## config.mk

```make
export PLATFORM = sky130hd
export DESIGN_NAME = cfg_lock_regbank
export DESIGN_NICKNAME = d
export VERILOG_FILES = /design/src/rtl/cfg_regbank_pkg.sv /design/src/rtl/cfg_addr_decode.sv /design/src/rtl/cfg_lock_guard.sv /design/src/rtl/cfg_reg_group.sv /design/src/rtl/cfg_lock_regbank.sv
export SDC_FILE = /design/constraint.sdc
export NUM_CORES = 1
export LEC_CHECK = 0
export ABC_CLOCK_PERIOD_IN_PS = 2700
export BUFFER_PORTS_ARGS = -buffer_cell sky130_fd_sc_hd__clkbuf_2
export CORE_MARGIN = 2
export CORE_UTILIZATION = 30
export DETAILED_ROUTE_END_ITERATION = 7
export PLACE_DENSITY = 0.5
export SYNTH_ARGS = -nofsm -noshare
export SYNTH_HDL_FRONTEND = slang
export SYNTH_SLANG_ARGS = --single-unit
```

## constraint.sdc

```tcl
create_clock -name clk -period 2.7 [get_ports clk]
set_input_delay 0.27 -clock clk [delete_from_list [all_inputs] [get_ports clk]]
set_output_delay 0.27 -clock clk [all_outputs]
set_load 0.03 [all_outputs]
```

## src/rtl/cfg_regbank_pkg.sv

```systemverilog
package cfg_regbank_pkg;
  localparam int OFFW = 6;

  // generic group offsets
  localparam logic [OFFW-1:0] G_ID   = 6'd0;
  localparam logic [OFFW-1:0] G_REV  = 6'd1;
  localparam logic [OFFW-1:0] G_SCR  = 6'd2;
  localparam logic [OFFW-1:0] G_LOCK = 6'd3;
  localparam logic [OFFW-1:0] G_ERR  = 6'd4;
  localparam logic [OFFW-1:0] G_RST  = 6'd5;

  // device and channel group offsets
  localparam logic [OFFW-1:0] R_CTRL  = 6'd0;
  localparam logic [OFFW-1:0] R_STAT  = 6'd1;
  localparam logic [OFFW-1:0] R_PULSE = 6'd2;
  localparam logic [OFFW-1:0] R_CFG   = 6'd3;

  typedef enum logic [1:0] {BLK_GEN, BLK_DEV, BLK_CHAN, BLK_NONE} blk_e;
endpackage

```

## src/rtl/cfg_addr_decode.sv

```systemverilog
module cfg_addr_decode
  import cfg_regbank_pkg::*;
#(
  parameter int AW  = 9,
  parameter int NCH = 4,
  parameter int CHW = 2
) (
  input  logic [AW-1:0]   addr_i,
  output blk_e            blk_o,
  output logic [CHW-1:0]  ch_o,
  output logic [OFFW-1:0] off_o
);
  localparam int BW = AW - OFFW;

  logic [BW-1:0] grp;
  assign grp   = addr_i[AW-1:OFFW];
  assign off_o = addr_i[OFFW-1:0];

  always_comb begin
    blk_o = BLK_NONE;
    ch_o  = '0;
    if (int'(grp) == 0) begin
      blk_o = BLK_GEN;
    end else if (int'(grp) == 1) begin
      blk_o = BLK_DEV;
    end else if (int'(grp) < 2 + NCH) begin
      blk_o = BLK_CHAN;
      ch_o  = CHW'(int'(grp) - 2);
    end
  end
endmodule

```

## src/rtl/cfg_lock_guard.sv

```systemverilog
module cfg_lock_guard
  import cfg_regbank_pkg::*;
#(
  parameter int            DW      = 16,
  parameter logic [DW-1:0] KEY     = 16'hA001,
  parameter logic [DW-1:0] ID_VAL  = 16'h3C5A,
  parameter logic [DW-1:0] REV_VAL = 16'h0102
) (
  input  logic            clk,
  input  logic            rst_n,
  input  logic            wr_en_i,
  input  logic            gen_sel_i,
  input  logic [OFFW-1:0] off_i,
  input  logic [DW-1:0]   wdata_i,
  output logic            unlocked_o,
  output logic            prot_we_o,
  output logic            soft_req_o,
  output logic            soft_pulse_o,
  output logic            err_o,
  output logic [DW-1:0]   rdata_o
);
  logic [DW-1:0] lock_q, scratch_q;
  logic          err_q, soft_q;
  logic          exempt, denied;

  assign exempt     = gen_sel_i && (off_i == G_SCR || off_i == G_LOCK || off_i == G_ERR);
  assign unlocked_o = (lock_q == KEY);
  assign prot_we_o  = wr_en_i && !exempt && unlocked_o;
  assign denied     = wr_en_i && !exempt && !unlocked_o;
  assign soft_req_o = prot_we_o && gen_sel_i && off_i == G_RST && wdata_i[0];

  always_ff @(posedge clk or negedge rst_n) begin
    if (!rst_n) begin
      lock_q <= '0;
    end else if (soft_req_o) begin
      lock_q <= '0;
    end else if (wr_en_i && gen_sel_i && off_i == G_LOCK) begin
      lock_q <= wdata_i;
    end
  end

  // scratch only sees hard reset
  always_ff @(posedge clk or negedge rst_n) begin
    if (!rst_n) begin
      scratch_q <= '0;
    end else if (wr_en_i && gen_sel_i && off_i == G_SCR) begin
      scratch_q <= wdata_i;
    end
  end

  always_ff @(posedge clk or negedge rst_n) begin
    if (!rst_n) begin
      err_q <= 1'b0;
    end else if (soft_req_o) begin
      err_q <= 1'b0;
    end else if (denied) begin
      err_q <= 1'b1;
    end else if (wr_en_i && gen_sel_i && off_i == G_ERR && wdata_i[0]) begin
      err_q <= 1'b0;
    end
  end

  always_ff @(posedge clk or negedge rst_n) begin
    if (!rst_n) soft_q <= 1'b0;
    else        soft_q <= soft_req_o;
  end

  assign soft_pulse_o = soft_q;
  assign err_o        = err_q;

  always_comb begin
    unique case (off_i)
      G_ID:    rdata_o = ID_VAL;
      G_REV:   rdata_o = REV_VAL;
      G_SCR:   rdata_o = scratch_q;
      G_LOCK:  rdata_o = lock_q;
      G_ERR:   rdata_o = {{(DW-1){1'b0}}, err_q};
      default: rdata_o = '0;
    endcase
  end

  AST_ERR_ON_DENIED: assert property (@(posedge clk) disable iff (!rst_n)
    denied |=> err_q);
  AST_SOFT_CLEARS_LOCK: assert property (@(posedge clk) disable iff (!rst_n)
    soft_req_o |=> (lock_q == '0 && !err_q && soft_q));
  AST_SCRATCH_EXEMPT: assert property (@(posedge clk) disable iff (!rst_n)
    (wr_en_i && gen_sel_i && off_i == G_SCR) |=> (scratch_q == $past(wdata_i)));
endmodule

```

## src/rtl/cfg_reg_group.sv

```systemverilog
module cfg_reg_group
  import cfg_regbank_pkg::*;
#(
  parameter int            DW       = 16,
  parameter int            PW       = 4,
  parameter int            CFGW     = 8,
  parameter logic [DW-1:0] CTRL_DEF = '0
) (
  input  logic            clk,
  input  logic            rst_n,
  input  logic            soft_i,
  input  logic            wr_req_i,
  input  logic            we_i,
  input  logic [OFFW-1:0] off_i,
  input  logic [DW-1:0]   wdata_i,
  input  logic [DW-1:0]   status_i,
  output logic [DW-1:0]   ctrl_o,
  output logic [CFGW-1:0] cfg_o,
  output logic [PW-1:0]   pulse_o,
  output logic [DW-1:0]   rdata_o
);
  logic [DW-1:0]   ctrl_q;
  logic [CFGW-1:0] cfg_q;
  logic [PW-1:0]   pulse_q;

  always_ff @(posedge clk or negedge rst_n) begin
    if (!rst_n) begin
      ctrl_q <= CTRL_DEF;
      cfg_q  <= '0;
    end else if (soft_i) begin
      ctrl_q <= CTRL_DEF;
      cfg_q  <= '0;
    end else if (we_i) begin
      if (off_i == R_CTRL) ctrl_q <= wdata_i;
      if (off_i == R_CFG)  cfg_q  <= wdata_i[CFGW-1:0];
    end
  end

  always_ff @(posedge clk or negedge rst_n) begin
    if (!rst_n)                        pulse_q <= '0;
    else if (we_i && off_i == R_PULSE) pulse_q <= wdata_i[PW-1:0];
    else                               pulse_q <= '0;
  end

  assign ctrl_o  = ctrl_q;
  assign cfg_o   = cfg_q;
  assign pulse_o = pulse_q;

  always_comb begin
    unique case (off_i)
      R_CTRL:  rdata_o = ctrl_q;
      R_STAT:  rdata_o = status_i;
      R_CFG:   rdata_o = {{(DW-CFGW){1'b0}}, cfg_q};
      default: rdata_o = '0;
    endcase
  end

  AST_LOCKED_CTRL_HOLD: assert property (@(posedge clk) disable iff (!rst_n)
    (wr_req_i && !we_i && !soft_i) |=> ($stable(ctrl_q) && $stable(cfg_q)));
  AST_PULSE_SINGLE: assert property (@(posedge clk) disable iff (!rst_n)
    (|pulse_q) |-> $past(we_i));
endmodule

```

## src/rtl/cfg_lock_regbank.sv

```systemverilog
module cfg_lock_regbank
  import cfg_regbank_pkg::*;
#(
  parameter int            NCH          = 4,
  parameter int            DW           = 16,
  parameter int            AW           = 9,
  parameter int            PW           = 4,
  parameter int            CFGW         = 8,
  parameter logic [DW-1:0] KEY          = 16'hA001,
  parameter logic [DW-1:0] ID_VAL       = 16'h3C5A,
  parameter logic [DW-1:0] REV_VAL      = 16'h0102,
  parameter logic [DW-1:0] DEV_CTRL_DEF = 16'h0003,
  parameter logic [DW-1:0] CH_CTRL_DEF  = 16'h0010
) (
  input  logic                clk,
  input  logic                rst_n,
  input  logic                wr_en,
  input  logic                rd_en,
  input  logic [AW-1:0]       addr,
  input  logic [DW-1:0]       wdata,
  output logic [DW-1:0]       rdata,
  input  logic [DW-1:0]       dev_status,
  input  logic [NCH*DW-1:0]   ch_status,
  output logic [DW-1:0]       dev_ctrl,
  output logic [CFGW-1:0]     dev_cfg,
  output logic [PW-1:0]       dev_pulse,
  output logic [NCH*DW-1:0]   ch_ctrl,
  output logic [NCH*CFGW-1:0] ch_cfg,
  output logic [NCH*PW-1:0]   ch_pulse,
  output logic                wr_err,
  output logic                unlocked,
  output logic                soft_rst
);
  localparam int CHW = (NCH > 1) ? $clog2(NCH) : 1;

  blk_e            blk;
  logic [CHW-1:0]  ch;
  logic [OFFW-1:0] off;
  logic            prot_we, soft_req, gen_sel, dev_sel;
  logic [DW-1:0]   gen_rd, dev_rd, mux_rd, rdata_q;
  logic [DW-1:0]   ch_rd [NCH];

  cfg_addr_decode #(.AW(AW), .NCH(NCH), .CHW(CHW)) u_dec (
    .addr_i(addr), .blk_o(blk), .ch_o(ch), .off_o(off)
  );

  assign gen_sel = (blk == BLK_GEN);
  assign dev_sel = (blk == BLK_DEV);

  cfg_lock_guard #(.DW(DW), .KEY(KEY), .ID_VAL(ID_VAL), .REV_VAL(REV_VAL)) u_guard (
    .clk(clk), .rst_n(rst_n), .wr_en_i(wr_en), .gen_sel_i(gen_sel), .off_i(off),
    .wdata_i(wdata), .unlocked_o(unlocked), .prot_we_o(prot_we), .soft_req_o(soft_req),
    .soft_pulse_o(soft_rst), .err_o(wr_err), .rdata_o(gen_rd)
  );

  cfg_reg_group #(.DW(DW), .PW(PW), .CFGW(CFGW), .CTRL_DEF(DEV_CTRL_DEF)) u_dev (
    .clk(clk), .rst_n(rst_n), .soft_i(soft_req), .wr_req_i(wr_en && dev_sel),
    .we_i(prot_we && dev_sel), .off_i(off), .wdata_i(wdata), .status_i(dev_status),
    .ctrl_o(dev_ctrl), .cfg_o(dev_cfg), .pulse_o(dev_pulse), .rdata_o(dev_rd)
  );

  for (genvar gi = 0; gi < NCH; gi++) begin : g_chan
    logic sel;
    assign sel = (blk == BLK_CHAN) && (ch == CHW'(gi));
    cfg_reg_group #(.DW(DW), .PW(PW), .CFGW(CFGW), .CTRL_DEF(CH_CTRL_DEF)) u_grp (
      .clk(clk), .rst_n(rst_n), .soft_i(soft_req), .wr_req_i(wr_en && sel),
      .we_i(prot_we && sel), .off_i(off), .wdata_i(wdata),
      .status_i(ch_status[gi*DW +: DW]),
      .ctrl_o(ch_ctrl[gi*DW +: DW]), .cfg_o(ch_cfg[gi*CFGW +: CFGW]),
      .pulse_o(ch_pulse[gi*PW +: PW]), .rdata_o(ch_rd[gi])
    );
  end

  always_comb begin
    unique case (blk)
      BLK_GEN:  mux_rd = gen_rd;
      BLK_DEV:  mux_rd = dev_rd;
      BLK_CHAN: mux_rd = ch_rd[ch];
      default:  mux_rd = '0;
    endcase
  end

  always_ff @(posedge clk or negedge rst_n) begin
    if (!rst_n)     rdata_q <= '0;
    else if (rd_en) rdata_q <= mux_rd;
    else            rdata_q <= '0;
  end

  assign rdata = rdata_q;

  AST_UNUSED_BLOCK_ZERO: assert property (@(posedge clk) disable iff (!rst_n)
    (rd_en && blk == BLK_NONE) |=> (rdata == '0));
  AST_SOFT_ONLY_UNLOCKED: assert property (@(posedge clk) disable iff (!rst_n)
    soft_rst |-> $past(unlocked));
endmodule

```

==> results of run 1 <==
==> layer usage <==
layer / vias up / part of all wire / track usage
met3: 28 / 0.064 / 0.0481
met2: 342 / 0.47 / 0.370
met5: - / 0.00034 / 0
li1: 3675 / - / -
met1: 4226 / 0.45 / 0.309
met4: 2 / 0.013 / 0.0477
==> layout make-up <==
class | count | area [um^2]
Multi-Input combinational cell | 563 | 4370
Sequential cell | 190 | 4760
Antenna cell | 1 | 2.50
Fill cell | 3151 | 19400
Clock buffer | 17 | 425
Timing Repair Buffer | 314 | 1730
Inverter | 15 | 56.3
Tap cell | 402 | 503
Clock inverter | 15 | 199
==> synthesized netlist by cell type (5+ instances only) <==
master     instances  area [um^2]
dfstp_2            6          158
buf_4              5         37.5
dfrtp_1          184         4600
inv_1             14         52.6
nand4_1           10         62.6
and3_1            10         62.6
nand2_1           43          161
mux2_1             7         78.8
clkbuf_1          26         97.6
o22a_1             7         61.3
o21ai_4            7          114
a22oi_1           29          218
a31oi_1           12         75.1
o21ai_0           41          205
a21bo_2            8         80.1
and2_1            10         62.6
buf_2             20          100
o2bb2ai_1          6         52.6
mux2i_1           41          410
a22o_1            47          412
buf_6             11          124
o22ai_1           16          100
mux2_2            82          923
o221ai_1           5         43.8
a21oi_1           30          150
o211ai_1           9         67.6
nor2_1            34          128
a211oi_1           8         60.1
nor2b_1            6         37.5
nand3_1           26          130
==> power groups by stage <==
stage / sequential [mW] / combinational (mW) / clock (mW)
floorplan: 2.94 / 0.219 / 0
global placement: 2.93 / 0.535 / 0
detailed placement: 2.93 / 0.533 / 0
CTS: 2.87 / 0.537 / 2.77
global route: 2.88 / 0.575 / 2.90
finish: 2.87 / 0.535 / 2.73
==> cells by family (layout without fill, tap and decap cells) <==
kind of cell / after synthesis / in the layout / synth area share
xor gates and xnor gates: 1 / 1 / 0.000915
other: 0 / 1 / 0
and+or+nand+nor: 171 / 171 / 0.101
AOI/OAI and AO/OA: 259 / 259 / 0.203
muxes: 132 / 132 / 0.151
DFF: 190 / 190 / 0.498
buffers and inverters: 81 / 361 / 0.0462
==> registers in the layout, indices dropped and copies added (netlist names) <==
signal / count
u_guard.scratch_q: 16
u_guard.lock_q: 16
u_guard.soft_pulse_o: 1
g_chan.u_grp.pulse_o: 16
u_dev.pulse_o: 4
g_chan.u_grp.cfg_o: 32
u_dev.cfg_o: 8
u_guard.err_o: 1
g_chan.u_grp.ctrl_o: 64
rdata: 16
u_dev.ctrl_o: 16
==> stage by stage <==
| step | area, um^2 | power (mW) |
|---|---|---|
| floorplan | 9570 | 3.16 |
| global placement | 11400 | 3.46 |
| detailed placement | 11400 | 3.46 |
| CTS | 12000 | 6.18 |
| global route | 12000 | 6.35 |
| finish | 12000 | 6.14 |
==> worst paths after layout <==
path | from | end | slack [ns] | depth (start not counted)
worst max-delay path | u_guard.lock_q[11]$_DFFE_PN0P_ | g_chan[0].u_grp.ctrl_o[7]$_DFFE_PN0P_ | 0.18 | 5
worst min-delay path | wdata[6] | u_guard.scratch_q[6]$_DFFE_PN0P_ | 0.07 | 2
worst max register to register | u_guard.lock_q[11]$_DFFE_PN0P_ | g_chan[0].u_grp.ctrl_o[7]$_DFFE_PN0P_ | 0.18 | 5
worst min register to register | u_guard.scratch_q[15]$_DFFE_PN0P_ | u_guard.scratch_q[15]$_DFFE_PN0P_ | 0.49 | 2
max in group asynchronous | rst_n | g_chan[0].u_grp.ctrl_o[4]$_DFFE_PN1P_ | 1.46 | 3
min in group asynchronous | rst_n | u_dev.ctrl_o[10]$_DFFE_PN0P_ | 0.41 | 2
==> qor.yml, run 1 <==
outcome: "completed"
core_area_um2: 31500
cts_buffers: 17
synth-edff-count: 0
crit_type: "reg -> reg"
grt_max_degree: 73
grt_pass1_vias: 8338
setup_viol_count_final: 0
synth.distinct_cells: 73
cts_tree: "built"
synth.avg_cell_area_um2: 11.5
cp_max_fo: 16
cp_data_arrival_time_ns: 2.84
grt_overflow: 0
io_pins: 268
final_hold_viol_count: 0
wl_per_cell_um: 25.0
p_per_area_nw_per_um2: 510
port_buffers: 267
worst-path-buf-inv: 0
worstPathCellList: "nor4b_1, and4_1, and3_1, o21ai_2, mux2_1"
drive_above_1_share: 0.424
maxCapViolations: 0
switching_share: 0.263
cp.required_ns: 3.02
dpl.cell_count: 1483
crit_family: "simple AND/OR/NAND/NOR gates"
async_reset_ff_frac: 1.00
synth-seq-cells: 190
grt_util_all_layers: 0.226
die-area_um2: 33300
rsz0062_at_grt: "no"
die_x_um: 183
max_freq_mhz: 398
cts_setup_buffers: 0
start_kind: "flop"
cts_buffer_depth: 2
power.switching_mw: 1.61
setup_slack_ns: 0.185
fin_nets: 1210
final_common_cell: "clkbuf_2"
first_pass_iters: 5
final_cell_mix: "clkbuf_2 (266), dfrtp_1 (184), mux2_2 (82)"
wirelength_um: 37900
slew_headroom: 0.361
yosys_warnings: 0
cp-end-kind: "flop"
hold_path.class: "in -> reg"
cpPeakStageDelay_ns: 0.50
first_iter_violations: 585
post-place-ws_ns: 0.150
antenna_found_initial: 2
tritoncts_num_sinks: 190
critPathSlowestCell: "nor4b_1"
gp_congestion: 0.867
power_frac_comb: 0.087
synth_area_um2: 9570
layout.cells.non_filler: 1517
final.setup.tns_ns: 0
remaining_drc_errors: 0
slew_violations: 0
post_cts_resized: 0
vias: 8273
h-tree-depth: 4
hpwl_um: 28500
num_rows: 65
area_growth_pct: 25.9
drtAntennaViolNets: 0
finalCritPeriodShare: 0.931
syn-instance-count: 834
worstMarginPinSlew_ns: 0.958
pwr-share-seq: 0.468
skew_ns: 0.0172
hold_ws_ns: 0.0703
peakVddDrop_v: 0.000384
start_util: 0.304
ys.flop_type: "dfrtp_1"
root_buffer: "clkbuf_16"
synth-seq-area-share: 0.498
synth_nets: 943
min_period_ns: 2.52
post-route-util: 0.383
clk_pin_slew_worst_paths_ns: 0.08
p_leak_nw: 5.96
cts_hold_buffers: 1
via_per_inst: 5.45
die_h_um: 183
intPower_mw: 4.53
p_clk_frac: 0.445
clk_latency_ns: 0.45
grt_pass1_wl_um: 55500
Note: power is estimated with default switching activity, not from simulation.
==> run 2, diff against run 1 <==
==> constraint.sdc (replaced) <==
create_clock -name clk -period 2.7 [get_ports clk]
set_input_delay 0.81 -clock clk [delete_from_list [all_inputs] [get_ports clk]]
set_output_delay 0.81 -clock clk [all_outputs]
set_load 0.03 [all_outputs]
==> run 2 against run 1 <==
Compared with the run above:
- clock power shrank 4%
- fmax shrank 4.3%
- first-iteration DRC count grew 6.2%
- sequential cell count is the same
- final area grew 4.1%
- non-clock buffer count grew 41
- register-to-register slack gained 0.18 ns
- die area is the same
- core utilization grew 1.6 points
- global-route usage grew 0.41 points
- via count grew 2.4%
- critical path type is now reg -> out
- highest routed layer unchanged
==> qor.yml, run 2 (synthesis gave the netlist of run 1 again) <==
outcome: "completed"
gp_congestion: 0.869
pwr-share-seq: 0.474
final_hold_viol_count: 0
intPower_mw: 4.40
min_period_ns: 2.63
rsz0062_at_grt: "no"
max_freq_mhz: 380
final_area_um2: 12500
clk_latency_ns: 0.44
start_kind: "flop"
cts_tree: "built"
grt_max_degree: 60
first_pass_iters: 5
peakVddDrop_v: 0.000422
cp.required_ns: 1.89
start_util: 0.304
via_per_inst: 5.43
grt_pass1_vias: 8609
cp-end-kind: "primary output"
finalPower_mw: 6.07
postPlaceCellArea_um2: 11900
wl_per_cell_um: 24.4
grt_util_all_layers: 0.230
setup_viol_count_final: 0
cts_buffer_depth: 2
largest_reg_flops: 64
drive_above_1_share: 0.448
cp_max_fo: 5
die-area_um2: 33300
slew_violations: 0
final_cell_mix: "clkbuf_2 (265), dfrtp_1 (184), mux2_2 (82)"
io_pins: 268
p_leak_nw: 6.22
cts_hold_buffers: 0
hpwl_um: 29000
cp_data_arrival_time_ns: 1.82
grt_overflow: 0
maxCapViolations: 0
grt_pass1_wl_um: 56800
worstMarginPinSlew_ns: 0.716
root_buffer: "clkbuf_16"
p_clk_frac: 0.433
tritoncts_num_sinks: 190
vias: 8470
finalCritPeriodShare: 0.974
num_rows: 65
h-tree-depth: 4
power_frac_comb: 0.093
die_x_um: 183
p_per_area_nw_per_um2: 484
drtAntennaViolNets: 0
die_h_um: 183
slew_headroom: 0.518
antenna_found_initial: 6
core_area_um2: 31500
fin_nets: 1251
fillerInstances: 3183
cts_setup_buffers: 0
power.switching_mw: 1.67
area_growth_pct: 31.1
hold_path.class: "in -> async"
cts_buffers: 17
remaining_drc_errors: 0
crit_type: "reg -> out"
wirelength_um: 38000
skew_ns: 0.0184
clk_pin_slew_worst_paths_ns: 0.08
rr_worst_depth: 7
port_buffers: 267
final_common_cell: "clkbuf_2"
switching_share: 0.275
first_iter_violations: 621
==> run 2: cell count changes in the layout (fill, tap and decap cells not counted), moves of 2 or more <==
cell        previous run  this run
diode_2                1         3
buf_4                 44        73
nor4b_2                0         2
buf_12                 2        16
inv_8                  4         6
clkinvlp_4             2         0
nor4b_1                3         0
bufinv_16              3         1
==> run 2: final timing paths <==
kind,from,end,slack [ns]
worst max-delay path,u_guard.lock_q[14]$_DFFE_PN0P_,unlocked,0.07
worst min-delay path,rst_n,u_guard.lock_q[10]$_DFFE_PN0P_,0.36
worst max register to register,u_guard.lock_q[14]$_DFFE_PN0P_,g_chan[1].u_grp.ctrl_o[0]$_DFFE_PN0P_,0.36
worst min register to register,u_guard.scratch_q[1]$_DFFE_PN0P_,u_guard.scratch_q[1]$_DFFE_PN0P_,0.50
max in group asynchronous,rst_n,rdata[2]$_DFF_PN0_,1.65
min in group clk,u_guard.scratch_q[1]$_DFFE_PN0P_,u_guard.scratch_q[1]$_DFFE_PN0P_,0.50
==> run 2: per-stage QoR <==
step                setup TNS, ns  hold WS, ns  std cells  worst slack (ns)   util
finish                          0        0.364       1560            0.0711  0.398
global route                    0        0.384       1557            0.0249  0.398
global placement          -0.0163        0.466       1525          -0.00998  0.378
detailed placement         -0.427        0.476       1525           -0.0405  0.378
floorplan                       0        0.442        834             0.133      -
CTS                             0        0.376       1557           0.00519  0.398
==> run 2: final cells by class <==
cell class	count	area, um^2	area share
flip-flops and latches	190	4760	0.380
multi-input cells	563	4410	0.351
well taps	402	503	0.0401
inverters	15	56.3	0.00449
repair buffers	355	2210	0.176
clock inverters	14	166	0.0133
diodes	3	7.51	0.000599
clock buffers	18	429	0.0342
==> run 2: power groups by stage <==
stage / Sequential (mW) / Combinational (mW) / Clock (mW)
final: 2.88 / 0.565 / 2.62
after global routing: 2.88 / 0.612 / 2.80
after CTS: 2.88 / 0.568 / 2.67
after detailed placement: 2.93 / 0.566 / 0
after global placement: 2.93 / 0.564 / 0
after floorplan: 2.94 / 0.219 / 0
==> run 2: repair_timing <==
| item | CTS | global route |
|---|---|---|
| endpoints found under the setup margin | 1 | 1 |
| resized for setup | 4 | 4 |
| hold endpoints to repair | 0 | 0 |
| pin swaps | 0 | 1 |
==> run 2: critical path: stages (launching register included) <==
cell and delay (ns):
dfrtp_1 0.42, nor4b_4 0.34, buf_4 0.16, and4_2 0.27, buf_4 0.19
==> run 2: layer usage <==
metal,share of wire,track usage
met1,0.45,0.313
met2,0.47,0.379
met3,0.067,0.0471
met4,0.013,0.0484
met5,0.00079,0
